<file path="config.mk">
export PLATFORM = sky130hd
export DESIGN_NAME = march_bist
export DESIGN_NICKNAME = d
export VERILOG_FILES = /design/src/rtl/march_pkg.sv /design/src/rtl/march_addr_gen.sv /design/src/rtl/march_step_ctr.sv /design/src/rtl/march_compare.sv /design/src/rtl/march_bist.sv
export SDC_FILE = /design/constraint.sdc
export NUM_CORES = 1
export LEC_CHECK = 0
export BUFFER_PORTS_ARGS = -buffer_cell sky130_fd_sc_hd__buf_4
export CELL_PAD_IN_SITES_DETAIL_PLACEMENT = 0
export CELL_PAD_IN_SITES_GLOBAL_PLACEMENT = 1
export CORE_MARGIN = 5
export CORE_UTILIZATION = 43
export DETAILED_ROUTE_END_ITERATION = 6
export GPL_ROUTABILITY_DRIVEN = 0
export PLACE_DENSITY = 0.87
export SLEW_MARGIN = 20
export SYNTH_ARGS = -nofsm -noshare
export SYNTH_HDL_FRONTEND = slang
export SYNTH_SLANG_ARGS = --single-unit
</file>
<file path="constraint.sdc">
create_clock -name clk -period 2.35 [get_ports clk]
set_input_delay 0.1175 -clock clk [delete_from_list [all_inputs] [get_ports clk]]
set_output_delay 0.1175 -clock clk [all_outputs]
set_load 0.1 [all_outputs]
</file>
<file path="src/rtl/march_pkg.sv">
package march_pkg;

    typedef enum logic [1:0] {
        ST_IDLE  = 2'd0,
        ST_RUN   = 2'd1,
        ST_DRAIN = 2'd2,
        ST_DONE  = 2'd3
    } mstate_t;

    typedef struct packed {
        logic wr;      // 1 = write, 0 = read
        logic bitval;  // data written or value expected
    } mop_t;

    localparam int ELEMS = 6;
    localparam int EW    = 3;
    localparam int OW    = 3;
    localparam logic [EW-1:0] LAST_ELEM = EW'(ELEMS - 1);

    // Index of the final operation inside element e.
    function automatic logic [OW-1:0] last_op(input logic [EW-1:0] e);
        return (e == '0 || e == LAST_ELEM) ? OW'(0) : OW'(4);
    endfunction

    // Elements 1 and 2 walk downward, all others upward.
    function automatic logic descending(input logic [EW-1:0] e);
        return (e == EW'(1)) || (e == EW'(2));
    endfunction

    // Operation i of element e.
    function automatic mop_t op_at(input logic [EW-1:0] e, input logic [OW-1:0] i);
        mop_t o;
        logic b;
        b = (e == EW'(1)) || (e == EW'(3));   // value expected by the opening read
        if (e == '0)
            o = '{wr: 1'b1, bitval: 1'b1};
        else if (e == LAST_ELEM)
            o = '{wr: 1'b0, bitval: 1'b1};
        else if (i == '0)
            o = '{wr: 1'b0, bitval: b};
        else
            o = '{wr: i[0], bitval: ~b};
        return o;
    endfunction

endpackage

</file>
<file path="src/rtl/march_addr_gen.sv">
module march_addr_gen #(
    parameter int CELLS = 16,
    localparam int AW = (CELLS > 1) ? $clog2(CELLS) : 1
) (
    input  logic          clk,
    input  logic          rst_n,
    input  logic          load,
    input  logic          load_desc,
    input  logic          step,
    output logic [AW-1:0] addr,
    output logic          at_end
);
    localparam logic [AW-1:0] TOP = AW'(CELLS - 1);

    logic dir_q;

    always_ff @(posedge clk) begin
        if (!rst_n) begin
            addr  <= '0;
            dir_q <= 1'b0;
        end else if (load) begin
            addr  <= load_desc ? TOP : '0;
            dir_q <= load_desc;
        end else if (step) begin
            addr  <= dir_q ? addr - 1'b1 : addr + 1'b1;
        end
    end

    assign at_end = dir_q ? (addr == '0) : (addr == TOP);

endmodule

</file>
<file path="src/rtl/march_step_ctr.sv">
module march_step_ctr
    import march_pkg::*;
(
    input  logic          clk,
    input  logic          rst_n,
    input  logic          clear,
    input  logic          advance,
    input  logic          cell_end,
    output logic [EW-1:0] elem,
    output logic [OW-1:0] opi,
    output logic          op_end,
    output logic          seq_end
);
    assign op_end  = (opi == last_op(elem));
    assign seq_end = op_end && cell_end && (elem == LAST_ELEM);

    always_ff @(posedge clk) begin
        if (!rst_n || clear) begin
            elem <= '0;
            opi  <= '0;
        end else if (advance) begin
            if (op_end) begin
                opi <= '0;
                if (cell_end && !seq_end)
                    elem <= elem + 1'b1;
            end else begin
                opi <= opi + 1'b1;
            end
        end
    end

endmodule

</file>
<file path="src/rtl/march_compare.sv">
module march_compare
    import march_pkg::*;
#(
    parameter int AW = 4
) (
    input  logic          clk,
    input  logic          rst_n,
    input  logic          clear,
    input  logic          rd_issue,
    input  logic          rd_exp,
    input  logic [AW-1:0] rd_addr,
    input  logic [EW-1:0] rd_elem,
    input  logic [OW-1:0] rd_op,
    input  logic          rdata,
    output logic          fail,
    output logic [AW-1:0] fail_addr,
    output logic [EW-1:0] fail_elem,
    output logic [OW-1:0] fail_op
);
    logic          pv;
    logic          pe;
    logic [AW-1:0] pa;
    logic [EW-1:0] pel;
    logic [OW-1:0] po;

    always_ff @(posedge clk) begin
        if (!rst_n || clear) begin
            pv        <= 1'b0;
            pe        <= 1'b0;
            pa        <= '0;
            pel       <= '0;
            po        <= '0;
            fail      <= 1'b0;
            fail_addr <= '0;
            fail_elem <= '0;
            fail_op   <= '0;
        end else begin
            pv  <= rd_issue;
            pe  <= rd_exp;
            pa  <= rd_addr;
            pel <= rd_elem;
            po  <= rd_op;
            if (pv && (rdata != pe) && !fail) begin
                fail      <= 1'b1;
                fail_addr <= pa;
                fail_elem <= pel;
                fail_op   <= po;
            end
        end
    end

endmodule

</file>
<file path="src/rtl/march_bist.sv">
module march_bist
    import march_pkg::*;
#(
    parameter int CELLS = 16,
    localparam int AW = (CELLS > 1) ? $clog2(CELLS) : 1
) (
    input  logic          clk,
    input  logic          rst_n,
    input  logic          start,
    output logic          mem_en,
    output logic          mem_we,
    output logic [AW-1:0] mem_addr,
    output logic          mem_wdata,
    input  logic          mem_rdata,
    output logic          done,
    output logic          fail,
    output logic [AW-1:0] fail_addr,
    output logic [2:0]    fail_elem,
    output logic [2:0]    fail_op
);
    mstate_t       state, state_nx;
    logic          accept, advance;
    logic [EW-1:0] elem;
    logic [OW-1:0] opi;
    logic          op_end, seq_end, cell_end;
    logic [AW-1:0] addr;
    logic          ld, ld_desc, stp;
    mop_t          op;

    assign accept  = start && (state == ST_IDLE || state == ST_DONE);
    assign advance = (state == ST_RUN);
    assign op      = op_at(elem, opi);

    // State register
    always_ff @(posedge clk) begin
        if (!rst_n)
            state <= ST_IDLE;
        else
            state <= state_nx;
    end

    // Transitions
    always_comb begin
        state_nx = state;
        unique case (state)
            ST_IDLE:  if (start)   state_nx = ST_RUN;
            ST_RUN:   if (seq_end) state_nx = ST_DRAIN;
            ST_DRAIN:              state_nx = ST_DONE;
            ST_DONE:  if (start)   state_nx = ST_RUN;
        endcase
    end

    // Outputs
    always_comb begin
        mem_en    = 1'b0;
        mem_we    = 1'b0;
        mem_wdata = 1'b0;
        done      = 1'b0;
        unique case (state)
            ST_IDLE, ST_DRAIN: ;
            ST_RUN: begin
                mem_en    = 1'b1;
                mem_we    = op.wr;
                mem_wdata = op.bitval;
            end
            ST_DONE: done = 1'b1;
        endcase
    end
    assign mem_addr = addr;

    // Address sequencing across element boundaries
    assign ld      = accept || (advance && op_end && cell_end && !seq_end);
    assign ld_desc = accept ? descending('0) : descending(elem + 1'b1);
    assign stp     = advance && op_end && !cell_end;

    march_step_ctr u_steps (
        .clk      (clk),
        .rst_n    (rst_n),
        .clear    (accept),
        .advance  (advance),
        .cell_end (cell_end),
        .elem     (elem),
        .opi      (opi),
        .op_end   (op_end),
        .seq_end  (seq_end)
    );

    march_addr_gen #(.CELLS(CELLS)) u_addr (
        .clk       (clk),
        .rst_n     (rst_n),
        .load      (ld),
        .load_desc (ld_desc),
        .step      (stp),
        .addr      (addr),
        .at_end    (cell_end)
    );

    march_compare #(.AW(AW)) u_cmp (
        .clk       (clk),
        .rst_n     (rst_n),
        .clear     (accept),
        .rd_issue  (advance && !op.wr),
        .rd_exp    (op.bitval),
        .rd_addr   (addr),
        .rd_elem   (elem),
        .rd_op     (opi),
        .rdata     (mem_rdata),
        .fail      (fail),
        .fail_addr (fail_addr),
        .fail_elem (fail_elem),
        .fail_op   (fail_op)
    );

endmodule

</file>
==> flow_summary.toml <==
[finish]
area_delta_synth_final_pct = 21.53
fill_cells = 351
antenna_cells = 0
fin_nets = 213
drive_above_1_share_pct = 19.70
ff_latch_area_sq_um = 720.7
fin_cells = 246
multi_input_area_sq_um = 848.3
fin_util_pct = 53.62

[detailed_routing]
drt_pass1_iterations = 4
route.detailed.drc = 0
num_vias = 1257
detail-route-antenna-nets = 0
drtIter0Drc = 43
totalWireLength_mm = 3.262
vias_per_cell = 5.110
drt-wirelength-per-cell_um = 13.26

[sta]
setup_tns_ns = 0
max_slew_margin_pct = 71.56
finalSetupViolations = 0
finalCritPeriodShare_pct = 91.04
fin_crit_ns = 2.139
clock.fmax_mhz = 467.4
slew_viol_final = 0
finalHoldViolCount = 0
fin_skew_ns = 0.009116
worst_pin_slew_ns = 0.4222
whs_ns = 0.1266

[power_and_ir_drop]
swShare_pct = 44.42
power_frac_comb_pct = 43.8
ir_worst_vdd_mv = 0.6891
p_clk_share_pct = 21.4
p_switching_uw = 913.5
power_leakage_nw = 0.8261
p_seq_share_pct = 34.8
p_per_area_nw_per_um2 = 1048
p_int_mw = 1.143

[global_routing]
grt_max_degree = 20
track_usage_pct = 14.87
first_global_vias = 1328
grt_overflow_total = 0
grt_first_pass_wirelength_mm = 5.968
antenna_found_initial = 0

[synthesis]
synth_cells = 169
seq_area_frac_synth_pct = 44.62
synth_cell_type_count = 34
syn_area_sq_um = 1615
syn-num-nets = 185
yosys_warnings = 0
ys_ff_latch = 36
synth.avg_cell_area_sq_um = 9.558

[clocking]
clkTransAtPathRegs_ns = 0.07
cts.sinks = 36
insertion_delay_ns = 0.28
h-tree-depth = 2
post_cts_buffers = 0
root_buffer = "clkbuf_8"
post_cts_resized = 0
cts_buffers = 5
ctsHoldBuffers = 0
clockBufferDepth = 2
cts_tree = "yes"

[die]
row_count = 22
core_area_sq_um = 3661
die_h_um = 71.29
die_w_um = 71.29
num_io_pins = 23
start_util_pct = 44.12
dieArea_sq_um = 5082

[placement]
dp_cells = 238
io_buffers = 22
hpwl_mm = 2.417

[min_path]
hold_depth = 2
hold_path_class = "primary input to flop"
whs_endpoint = "state[1]$_SDFFE_PN0P_"
min_from = "rst_n"

[run_status]
status = "finished, final reports clean"

[critical_path]
end_kind = "flop"
cp_max_fo = 6
r2r_setup_slack_ns = 0.21
r2r-end = "u_addr.addr[0]$_SDFFE_PN0P_"
worstSetupPathType = "flop to flop"
r2r_cells = 7
cp-start-kind = "flop"
arrival_ns = 2.29
reg2reg_from = "u_steps.elem[0]$_SDFFE_PP0P_"
crit_required_ns = 2.50

[flow_run]
drv_cap = 0
[stage by stage]
step                area, sq um  setup slack [ns]  power (mW)
floorplan                  1629           0.08794       1.448
global placement           1869            0.3854       1.600
detailed placement         1869            0.2677       1.626
CTS                        1959            0.2215       2.076
global route               1963          -0.03544       2.189
finish                     1963            0.2106       2.057
[power by group through the flow]
stage | Clock, mW | Sequential, mW | Combinational [mW]
after detailed placement | 0 | 0.730 | 0.895
after global routing | 0.484 | 0.729 | 0.975
after global placement | 0 | 0.726 | 0.874
after floorplan | 0 | 0.885 | 0.563
after CTS | 0.459 | 0.717 | 0.900
final | 0.440 | 0.716 | 0.901
[layer usage]
| metal | vias to the layer above | track usage (%) | wire [um] |
|---|---|---|---|
| li1 | 636 | - | - |
| met1 | 583 | 17.45 | 1489 |
| met2 | 28 | 24.29 | 1525 |
| met3 | 10 | 4.488 | 154 |
| met4 | 0 | 7.933 | 93 |
| met5 | - | 0 | 0 |
[cell usage after synthesis]
| master | number | area (sq um) |
|---|---|---|
| ha_1 | 11 | 137.6 |
| nand3_1 | 2 | 10.01 |
| a211oi_1 | 2 | 15.01 |
| o21ai_1 | 1 | 5.000 |
| a21oi_1 | 11 | 55.05 |
| xor2_1 | 1 | 8.760 |
| a22oi_1 | 1 | 7.510 |
| fa_1 | 1 | 20.02 |
| nor2_1 | 30 | 112.6 |
| nand2b_1 | 3 | 18.77 |
| inv_1 | 13 | 48.80 |
| nor3_1 | 2 | 10.01 |
| buf_2 | 1 | 5.000 |
| a32o_1 | 1 | 10.01 |
| nand4_1 | 1 | 6.260 |
| nor3b_1 | 2 | 15.01 |
| or4_4 | 1 | 11.26 |
| a311oi_1 | 3 | 26.28 |
| nand2_1 | 4 | 15.01 |
| mux2i_1 | 17 | 170.2 |
| nor4_1 | 1 | 6.260 |
| clkbuf_1 | 4 | 15.01 |
| and3_1 | 2 | 12.51 |
| mux2_4 | 1 | 15.01 |
| o21a_1 | 1 | 7.510 |
| a31oi_1 | 2 | 12.51 |
| o31ai_4 | 1 | 21.27 |
| dfxtp_1 | 36 | 720.7 |
| a21o_1 | 2 | 15.01 |
| o21ai_0 | 3 | 15.01 |
| and4_1 | 1 | 8.760 |
| xnor2_1 | 5 | 43.79 |
| and2_1 | 1 | 6.260 |
| nand3b_1 | 1 | 7.510 |
[placed cells by master (no fill, tap or decap), types with 2 or more instances in the layout]
cell type | Yosys | final
and3_1 | 2 | 2
nand2b_1 | 3 | 3
buf_4 | 0 | 26
o21ai_0 | 3 | 3
a31oi_1 | 2 | 2
nand3_1 | 2 | 2
inv_1 | 13 | 13
a21oi_1 | 11 | 10
clkbuf_1 | 4 | 2
a21o_1 | 2 | 2
clkbuf_8 | 0 | 6
a311oi_1 | 3 | 3
dfxtp_1 | 36 | 36
nand2_1 | 4 | 4
nor3_1 | 2 | 2
nor2_1 | 30 | 30
ha_1 | 11 | 10
a211oi_1 | 2 | 2
xnor2_1 | 5 | 5
mux2i_1 | 17 | 16
[kinds of logic (layout without fill, tap and decap cells)]
family	count (synthesis)	count (layout)	synth area share (%)
AOI/OAI and AO/OA	28	28	11.77
and+or+nand+nor	51	51	14.87
DFF	36	36	44.62
buffers and inverters	18	47	4.260
xor gates and xnor gates	6	6	3.253
adders and majority gates	12	12	9.760
muxes	18	18	11.46
[flip-flops by register name, indices dropped and copies added, names as in the netlist]
name / count
u_addr.dir_q: 1
u_cmp.fail_op: 3
u_cmp.pv: 1
u_steps.opi: 3
u_cmp.fail_addr: 4
state: 2
u_addr.addr: 4
u_cmp.fail: 1
u_cmp.po: 3
u_steps.elem: 3
u_cmp.pa: 4
u_cmp.pel: 3
u_cmp.fail_elem: 3
u_cmp.pe: 1
[critical path, cell delays in order, from the launching register on]
cell,delay [ns]
dfxtp_1,0.37
inv_1,0.10
ha_1,0.24
mux2i_1,0.29
mux2i_2,0.40
nand3_1,0.31
a21oi_1,0.23
a211oi_1,0.07
[worst max path at each step]
stage                                       from                     endpoint  slack [ns]  cells after the start
finish              u_steps.elem[0]$_SDFFE_PP0P_  u_addr.addr[0]$_SDFFE_PN0P_        0.21                      7
global route        u_steps.elem[0]$_SDFFE_PP0P_  u_addr.addr[0]$_SDFFE_PN0P_       -0.04                      7
CTS                 u_steps.elem[0]$_SDFFE_PP0P_  u_addr.addr[0]$_SDFFE_PN0P_        0.22                      7
detailed placement  u_steps.elem[0]$_SDFFE_PP0P_  u_addr.addr[0]$_SDFFE_PN0P_        0.27                      7
global placement    u_steps.elem[1]$_SDFFE_PP0P_  u_addr.addr[0]$_SDFFE_PN0P_        0.39                      7
floorplan            u_addr.addr[0]$_SDFFE_PN0P_        state[1]$_SDFFE_PN0P_        0.09                      5
[final cells by class]
class / instances / share of cell area, %
Multi-Input combinational cell: 115 / 43.21
Sequential cell: 36 / 36.71
Timing Repair Buffer: 26 / 9.943
Clock buffer: 8 / 4.589
Tap cell: 48 / 3.059
Inverter: 13 / 2.486
Power figures use the tool's default switching activity.
